--- config.mk ---
export PLATFORM = sky130hd
export DESIGN_NAME = uart_intr_id
export DESIGN_NICKNAME = d
export VERILOG_FILES = /design/src/rtl/uart_intr_pkg.sv /design/src/rtl/uart_intr_dp.sv /design/src/rtl/uart_intr_ctrl.sv /design/src/rtl/uart_intr_id.sv
export SDC_FILE = /design/constraint.sdc
export NUM_CORES = 1
export LEC_CHECK = 0
export BUFFER_PORTS_ARGS = -buffer_cell sky130_fd_sc_hd__clkbuf_2
export CAP_MARGIN = 20
export CORE_MARGIN = 4
export CORE_UTILIZATION = 48
export DETAILED_ROUTE_END_ITERATION = 10
export HOLD_SLACK_MARGIN = 0.15
export PLACE_DENSITY_LB_ADDON = 0.05
export SLEW_MARGIN = 15
export SYNTH_ARGS = -nofsm -noshare
export SYNTH_HDL_FRONTEND = slang
export SYNTH_SLANG_ARGS = --single-unit
--- constraint.sdc ---
create_clock -name clk -period 1.5 [get_ports clk]
set_input_delay 0.075 -clock clk [delete_from_list [all_inputs] [get_ports clk]]
set_output_delay 0.075 -clock clk [all_outputs]
set_load 0.01 [all_outputs]
--- src/rtl/uart_intr_pkg.sv ---
package uart_intr_pkg;

  localparam logic [3:0] ID_NONE = 4'b0001;
  localparam logic [3:0] ID_LINE = 4'b0110;
  localparam logic [3:0] ID_RXD  = 4'b0100;
  localparam logic [3:0] ID_TMO  = 4'b1100;
  localparam logic [3:0] ID_TXE  = 4'b0010;
  localparam logic [3:0] ID_MDM  = 4'b0000;

  localparam int NUM_SRC = 5;

  // strobes from control to datapath
  typedef struct packed {
    logic rxRead;
  } dpCmd_t;

  function automatic int unsigned trigBytes(input logic [1:0] sel);
    case (sel)
      2'd0:    return 1;
      2'd1:    return 4;
      2'd2:    return 8;
      default: return 16;
    endcase
  endfunction

  // source index 0 is the highest priority
  function automatic logic [3:0] idCode(input int idx);
    case (idx)
      0:       return ID_LINE;
      1:       return ID_RXD;
      2:       return ID_TMO;
      3:       return ID_TXE;
      default: return ID_MDM;
    endcase
  endfunction

endpackage

--- src/rtl/uart_intr_dp.sv ---
module uart_intr_dp
  import uart_intr_pkg::*;
#(
  parameter int LVL_W       = 5,
  parameter int TMO_CHARS   = 4,
  parameter int SYNC_STAGES = 2
) (
  input  logic             clk,
  input  logic             rstN,
  input  logic [LVL_W-1:0] rxLevel,
  input  logic [1:0]       trigSel,
  input  logic             dmaMode,
  input  logic             charTick,
  input  logic             serialIn,
  input  dpCmd_t           cmd,
  output logic             rxAvail,
  output logic             tmoPend
);

  localparam int CNT_W = $clog2(TMO_CHARS + 1);

  // serial synchronizer plus one history stage for edge detection
  logic [SYNC_STAGES:0] syncQ;
  for (genvar s = 0; s <= SYNC_STAGES; s++) begin : g_sync
    if (s == 0) begin : g_first
      always_ff @(posedge clk or negedge rstN)
        if (!rstN) syncQ[s] <= 1'b1;
        else       syncQ[s] <= serialIn;
    end else begin : g_next
      always_ff @(posedge clk or negedge rstN)
        if (!rstN) syncQ[s] <= 1'b1;
        else       syncQ[s] <= syncQ[s-1];
    end
  end

  logic serEdge;
  assign serEdge = syncQ[SYNC_STAGES] ^ syncQ[SYNC_STAGES-1];

  logic [LVL_W-1:0] prevLevel;
  logic             notEmpty, fifoAct;
  logic [LVL_W-1:0] trigVal;

  assign notEmpty = (rxLevel != '0);
  assign fifoAct  = cmd.rxRead | (rxLevel != prevLevel);
  assign trigVal  = LVL_W'(trigBytes(trigSel));
  assign rxAvail  = dmaMode ? notEmpty : (rxLevel >= trigVal);

  logic [CNT_W-1:0] tickCnt;
  logic             cntRestart, tmoFire;

  assign cntRestart = fifoAct | serEdge | !notEmpty;
  assign tmoFire    = !cntRestart && charTick && (tickCnt == CNT_W'(TMO_CHARS - 1));

  always_ff @(posedge clk or negedge rstN) begin
    if (!rstN) begin
      prevLevel <= '0;
      tickCnt   <= '0;
      tmoPend   <= 1'b0;
    end else begin
      prevLevel <= rxLevel;
      if (cntRestart)
        tickCnt <= '0;
      else if (charTick && tickCnt != CNT_W'(TMO_CHARS))
        tickCnt <= tickCnt + 1'b1;
      if (fifoAct || !notEmpty)
        tmoPend <= 1'b0;
      else if (tmoFire)
        tmoPend <= 1'b1;
    end
  end

  assert_tmo_needs_tick_R5: assert property (@(posedge clk) disable iff (!rstN)
    $rose(tmoPend) |-> $past(charTick));

  assert_rxread_clears_R6: assert property (@(posedge clk) disable iff (!rstN)
    cmd.rxRead |=> !tmoPend);

  assert_edge_restarts_R7: assert property (@(posedge clk) disable iff (!rstN)
    serEdge |=> (tickCnt == '0));

endmodule

--- src/rtl/uart_intr_ctrl.sv ---
module uart_intr_ctrl
  import uart_intr_pkg::*;
(
  input  logic       clk,
  input  logic       rstN,
  input  logic       txHoldEmpty,
  input  logic       wrTxHold,
  input  logic       lineEvent,
  input  logic       rdLineStat,
  input  logic       modemEvent,
  input  logic       rdModemStat,
  input  logic       rdIdent,
  input  logic       rdRxBuf,
  input  logic [3:0] intEnable,
  input  logic       rxAvail,
  input  logic       tmoPend,
  output dpCmd_t     cmd,
  output logic [3:0] intId,
  output logic       intOut
);

  assign cmd.rxRead = rdRxBuf;

  // status latches: index 0 line, index 1 modem
  logic [1:0] evtIn, clrIn, statPend;
  assign evtIn = {modemEvent, lineEvent};
  assign clrIn = {rdModemStat, rdLineStat};

  for (genvar g = 0; g < 2; g++) begin : g_stat
    always_ff @(posedge clk or negedge rstN)
      if (!rstN)          statPend[g] <= 1'b0;
      else if (evtIn[g])  statPend[g] <= 1'b1;
      else if (clrIn[g])  statPend[g] <= 1'b0;
  end

  logic txPrev, txRise, txPend, txAck;
  assign txRise = txHoldEmpty & ~txPrev;
  assign txAck  = wrTxHold | (rdIdent && intId == ID_TXE);

  always_ff @(posedge clk or negedge rstN) begin
    if (!rstN) begin
      txPrev <= 1'b1;
      txPend <= 1'b0;
    end else begin
      txPrev <= txHoldEmpty;
      if (txRise)     txPend <= 1'b1;
      else if (txAck) txPend <= 1'b0;
    end
  end

  logic [NUM_SRC-1:0] srcVec;
  assign srcVec = {statPend[1] & intEnable[3],
                   txPend      & intEnable[1],
                   tmoPend     & intEnable[0],
                   rxAvail     & intEnable[0],
                   statPend[0] & intEnable[2]};

  assign intOut = |srcVec;

  always_comb begin
    intId = ID_NONE;
    for (int i = NUM_SRC - 1; i >= 0; i--)
      if (srcVec[i]) intId = idCode(i);
  end

  assert_line_first_R2: assert property (@(posedge clk) disable iff (!rstN)
    (statPend[0] && intEnable[2]) |-> intId == ID_LINE);

  assert_tx_ack_R8: assert property (@(posedge clk) disable iff (!rstN)
    (rdIdent && intId == ID_TXE && !txRise) |=> !txPend);

  assert_line_set_R9: assert property (@(posedge clk) disable iff (!rstN)
    lineEvent |=> statPend[0]);

  assert_modem_set_R9: assert property (@(posedge clk) disable iff (!rstN)
    modemEvent |=> statPend[1]);

  assert_mask_all_R10: assert property (@(posedge clk) disable iff (!rstN)
    (intEnable == 4'b0000) |-> !intOut);

  assert_out_vs_id_R11: assert property (@(posedge clk) disable iff (!rstN)
    intOut == (intId != ID_NONE));

endmodule

--- src/rtl/uart_intr_id.sv ---
module uart_intr_id
  import uart_intr_pkg::*;
#(
  parameter int FIFO_DEPTH  = 16,
  parameter int TMO_CHARS   = 4,
  parameter int SYNC_STAGES = 2,
  localparam int LVL_W      = $clog2(FIFO_DEPTH + 1)
) (
  input  logic             clk,
  input  logic             rstN,
  input  logic [LVL_W-1:0] rxLevel,
  input  logic             rdRxBuf,
  input  logic             txHoldEmpty,
  input  logic             wrTxHold,
  input  logic             lineEvent,
  input  logic             rdLineStat,
  input  logic             modemEvent,
  input  logic             rdModemStat,
  input  logic [3:0]       intEnable,
  input  logic [1:0]       trigSel,
  input  logic             dmaMode,
  input  logic             rdIdent,
  input  logic             charTick,
  input  logic             serialIn,
  output logic [3:0]       intId,
  output logic             intOut
);

  dpCmd_t dpCmd;
  logic   rxAvail, tmoPend;

  uart_intr_dp #(
    .LVL_W      (LVL_W),
    .TMO_CHARS  (TMO_CHARS),
    .SYNC_STAGES(SYNC_STAGES)
  ) u_dp (
    .clk     (clk),
    .rstN    (rstN),
    .rxLevel (rxLevel),
    .trigSel (trigSel),
    .dmaMode (dmaMode),
    .charTick(charTick),
    .serialIn(serialIn),
    .cmd     (dpCmd),
    .rxAvail (rxAvail),
    .tmoPend (tmoPend)
  );

  uart_intr_ctrl u_ctrl (
    .clk        (clk),
    .rstN       (rstN),
    .txHoldEmpty(txHoldEmpty),
    .wrTxHold   (wrTxHold),
    .lineEvent  (lineEvent),
    .rdLineStat (rdLineStat),
    .modemEvent (modemEvent),
    .rdModemStat(rdModemStat),
    .rdIdent    (rdIdent),
    .rdRxBuf    (rdRxBuf),
    .intEnable  (intEnable),
    .rxAvail    (rxAvail),
    .tmoPend    (tmoPend),
    .cmd        (dpCmd),
    .intId      (intId),
    .intOut     (intOut)
  );

endmodule

Word-level counts from Yosys, hierarchy flattened --
Index checks and enable logic that the tools add are counted.
Storage, ports and cells: register bits after elaboration 16, bits of input ports 24, output and inout bits 5, logic and storage cells 62
Operators by class: $add $sub $neg 1, magnitude comparators 1, eq/ne operators 6, muxes and demuxes 17, bitwise gates (word level) 12, reductions and logical operators 15
Operators by type and width (count):
- 5-bit case mux with 3 select lines | 1
- 4-bit two-way mux | 3
- 1-bit two-way mux | 10
- 2-bit nonzero test | 5
- 1-bit bitwise AND | 6
- 3-bit two-way mux | 2
- 5-bit greater-or-equal comparator | 1
- 5-bit != test | 1
- 5-bit nonzero test | 1
- 5-bit OR reduction | 1
- 4-bit by 2-bit == test with 1-bit output (second input constant) | 1
- 1-bit logical AND | 4
- 1-bit OR | 4
- 3-bit by 1-bit adder with 3-bit output (second input constant) | 1
- 3-bit by 2-bit == test with 1-bit output (second input constant) | 1
- 3-bit != test (second input constant) | 1
- 2-bit by 1-bit == test with 1-bit output (second input constant) | 1
- 2-bit == test (second input constant) | 1
- 1-bit logical NOT | 2
- 2-bit logical NOT | 1
- 2-bit two-way mux | 1
- 1-bit logical OR | 1
- 1-bit inverter | 1
- 1-bit bitwise XOR | 1

Longest topological paths before layout --
word-level depth 12, mapped depth 6, depth with buffers taken out 6

By module --
A second synthesis with hierarchy kept.
Second synthesis, totals: cells, all modules 79, area, all modules 844.6 µm²
By module, submodules not included:
- uart_intr_dp | instances 1, cells an instance 57, area each 634.4 µm², seq. area each 304.0 µm²
- uart_intr_ctrl | instances 1, cells an instance 22, area each 210.2 µm², seq. area each 101.3 µm²

Worst setup path before layout --
No wires, ideal clock.
path kind in2out, start input port trigSel[1], end output port intId[3], data arrival time 1.240 ns, data required time 1.425 ns, path slack 0.185 ns, stages 6, buffers on the path 0, cells stage by stage nor2_1 > ha_1 > nor4b_1 > o21ai_0 > nand3_1 > nor3b_1
Between the ends: longest elaborated chain between the ends 7, elaborated cells on any way between the ends 9, classes of those cells 1 x order compare; 2 x eq/ne; 4 x mux; 1 x bitwise; 1 x reduce/logical
RTL lines:
- from (decl) | line uart_intr_id.sv:20 | input logic [1:0] trigSel,
- 2-bit == test, or another cell as far along | line uart_intr_pkg.sv:18 | case (sel)
- 5-bit case mux with 3 select lines * | line uart_intr_pkg.sv:18
- 5-bit greater-or-equal comparator * | line uart_intr_dp.sv:46 | assign rxAvail = dmaMode ? notEmpty : (rxLevel >= trigVal);
- 1-bit two-way mux * | line uart_intr_dp.sv:46
- 1-bit bitwise AND * | line uart_intr_ctrl.sv:55 | rxAvail & intEnable[0],
- 4-bit two-way mux * (2 in series) | line uart_intr_ctrl.sv:63 | if (srcVec[i]) intId = idCode(i);
- to (decl) | line uart_intr_id.sv:25 | output logic [3:0] intId,
Every way passes the cells marked *; elsewhere a longest branch is shown, timed or not.

Worst setup path after layout --
start register u_ctrl.txPend, end output port intId[0]
Between the ends: longest elaborated chain between the ends 5
RTL lines:
- from (decl) | line uart_intr_ctrl.sv:36 | logic txPrev, txRise, txPend, txAck;
- from (signal assigned) | line uart_intr_ctrl.sv:43 | txPend <= 1'b0;
- from (signal assigned) | line uart_intr_ctrl.sv:46 | if (txRise) txPend <= 1'b1;
- from (signal assigned) | line uart_intr_ctrl.sv:47 | else if (txAck) txPend <= 1'b0;
- 1-bit bitwise AND | line uart_intr_ctrl.sv:53 | txPend & intEnable[1],
- 2-bit two-way mux | line uart_intr_ctrl.sv:63
- 4-bit two-way mux (3 in series) | line uart_intr_ctrl.sv:63
No other way between the ends.

==> results_dict.tcl <==
set metrics [dict create \
    drtIter0Drc 11 \
    synth_area_leaders "dfrtp_1 36%, dfstp_2 13%, ha_1 10%, xor2_1 5.2%, inv_1 4.0%" \
    die_x_um 49.7 \
    period_share 1.00 \
    grt.total_usage 0.181 \
    htreeDepth 1 \
    synth_area_um2 835 \
    clockBufferDepth 2 \
    max_slew_margin 0.724 \
    start_kind "flop" \
    clkLatencyLatePin_ns 0.30 \
    antenna_found_initial 0 \
    path_clk_slew_ns 0.10 \
    yosys.area.top_type "dfrtp_1" \
    area_delta_synth_final_pct 62.5 \
    tns_ns -0.00114 \
    place.port_buffers 28 \
    die_y_um 49.7 \
    hold-worst-slack_ns 0.177 \
    final-hold-violation-count 0 \
    dp.cells 127 \
    synth_cell_types 27 \
    ios 29 \
    finalSetupViolations 1 \
    route.vias.total 787 \
    synth.avg_cell_area_um2 10.3 \
    drive_above_1_share 0.394 \
    violations "setup timing" \
    layout.cells.non_filler 148 \
    crit_path_end_kind "output port" \
    insertedDiodeCount 0 \
    layout_min_cycle_time_ns 1.50 \
    syn_nets 112 \
    die_area_mm2 0.00247 \
    rsz0062_at_grt "true" \
    cts.sinks 16 \
    finalWirelength_mm 2.56 \
    vdd_ir_drop_max_uv 784 \
    grt_pass1_wl_mm 3.43 \
    drc 0 \
    crit_arrival_ns 1.43 \
    synth-seq-cells 16 \
    dr.pass1.iters 6 \
    routed_via_density 5.32 \
    postPlaceCellArea_mm2 0.00101 \
    final_nets 164 \
    maxCapViolations 0 \
    drt-wirelength-per-cell_um 17.3 \
    yosysSeqAreaShare 0.486 \
    postCtsSetupBuffers 0 \
    syn_inst 81 \
    synth_top_area_share 0.360 \
    coreArea_mm2 0.00158 \
    maxSlewViolCount 0 \
    ant_nets 0 \
    grt_max_degree 17 \
    grt_pass1_vias 824 \
    fmax_mhz 666 \
    cts_buffers 3 \
    yosys_warnings 0 \
    status "finished, violations left" \
    cellPowerDensity_mw_per_mm2 749 \
    critical_path_class "reg2out" \
    fin_ws_ns -0.00114 \
    cts_root_buffer "clkbuf_4" \
    finalClockSkew_ns 0.00177 \
    core.rowCount 14 \
    start_util 0.529 \
    crit_required_ns 1.42 \
    crit_fanout 3 \
    cts_tree "yes" \
    worst_pin_slew_ns 0.414 \
    dp_hpwl_mm 1.36 \
    min_path_type "in2reg" \
    final_area_mm2 0.00136 \
    overflow 0 \
    place_congestion 0.720 \
    p_leak_nw 0.630 \
]
==> cell usage in the layout (no fill, tap or decap), types with 2 or more instances in the layout <==
cell / n
buf_6: 3
dfrtp_1: 12
a21o_1: 2
xor2_1: 5
nor2b_1: 2
nand2_1: 5
nand2b_4: 2
nand4_1: 2
nor2_1: 7
nand3_1: 3
ha_4: 4
buf_2: 2
dlygate4sd3_1: 17
a21oi_1: 2
xnor2_1: 2
o21ai_0: 2
ha_1: 3
dfstp_2: 4
buf_8: 2
clkbuf_2: 22
clkbuf_4: 3
inv_1: 9
==> cells in the mapped netlist <==
master / count
a41oi_1: 1
nor3b_1: 1
nand3_1: 4
ha_1: 7
o21ai_0: 3
nand2b_1: 2
a31oi_1: 1
a211oi_1: 1
nor3_1: 1
nor4b_1: 1
xnor2_1: 2
nor4_2: 1
xor2_1: 5
a21boi_0: 1
inv_1: 9
a22oi_1: 1
nor2b_1: 2
dfstp_2: 4
nor2_1: 8
and4_2: 1
dfrtp_1: 12
a41o_2: 1
a21o_1: 2
o211ai_1: 1
nand2_1: 5
nand4_1: 2
a21oi_1: 2
==> cells by family after synthesis <==
kind of cell,count (synthesis),synth area share
adder cells (fa/ha/maj),7,0.105
flip-flops,16,0.486
buffers and inverters,9,0.0405
XOR/XNOR,7,0.0735
AO/OA/AOI/OAI,14,0.115
AND/OR/NAND/NOR,28,0.180
==> critical path, stage by stage (launching register included) <==
cell and delay (ns):
dfrtp_1 0.43, a22oi_1 0.31, and4_4 0.29, buf_6 0.10
==> per-stage QoR <==
step / worst slack [ns] / power (mW) / utilization
detailed placement: -0.0235 / 0.618 / 0.640
floorplan: 0.185 / 0.541 / -
finish: -0.00114 / 1.02 / 0.860
global placement: -0.00810 / 0.613 / 0.640
global route: -0.0969 / 1.07 / 0.860
CTS: 0.0291 / 0.944 / 0.779
==> registers in the layout (all words and copies together), names as in the netlist <==
signal / count
u_dp.prevLevel: 5
u_dp.tmoPend: 1
u_ctrl.statPend: 2
u_dp.syncQ: 3
u_ctrl.txPrev: 1
u_dp.tickCnt: 3
u_ctrl.txPend: 1
==> worst paths after layout <==
check	endpoint	slack, ns	start	depth (start not counted)
hold reg to reg	u_dp.syncQ[1]	0.36	u_dp.syncQ[0]	0
max in group asynchronous	u_dp.syncQ[0]	0.95	rstN	2
setup / recovery	intId[0]	-0.001	u_ctrl.txPend	3
hold / removal	u_ctrl.txPend	0.18	intEnable[1]	4
min in group asynchronous	u_dp.tmoPend	0.22	rstN	2
setup reg to reg	u_dp.tickCnt[1]	0.14	u_dp.tickCnt[0]	6
==> final cells by class <==
class,count,area (um2)
clock buffer,4,36.3
fill,78,220
timing repair buffer,47,362
multi-input combinational,56,499
inverter,9,33.8
tap,16,20.0
sequential,16,405
==> power breakdown <==
group	leakage (nW)	total, mW	switching (mW)	internal (mW)
Combinational	0.419	0.247	0.113	0.134
Sequential	0.190	0.465	0.0110	0.454
Clock	0.0210	0.303	0.155	0.148
Total	0.630	1.02	0.279	0.737
==> what timing repair did <==
| action | CTS | global route |
|---|---|---|
| hold endpoints to repair | 29 | 0 |
| pin swaps | 1 | 9 |
| hold buffers | 17 | 0 |
| resized for setup | 3 | 29 |
| gates cloned | 0 | 0 |
| setup endpoints to repair | 4 | 4 |
==> layer usage <==
metal | up-vias | GRT usage | share of wire
met3 | 4 | 0.0271 | 0.047
met5 | - | 0 | 0
met1 | 369 | 0.197 | 0.38
li1 | 381 | - | -
met4 | 0 | 0.0829 | 0.012
met2 | 33 | 0.339 | 0.56
Note: power is estimated with default switching activity, not from simulation.
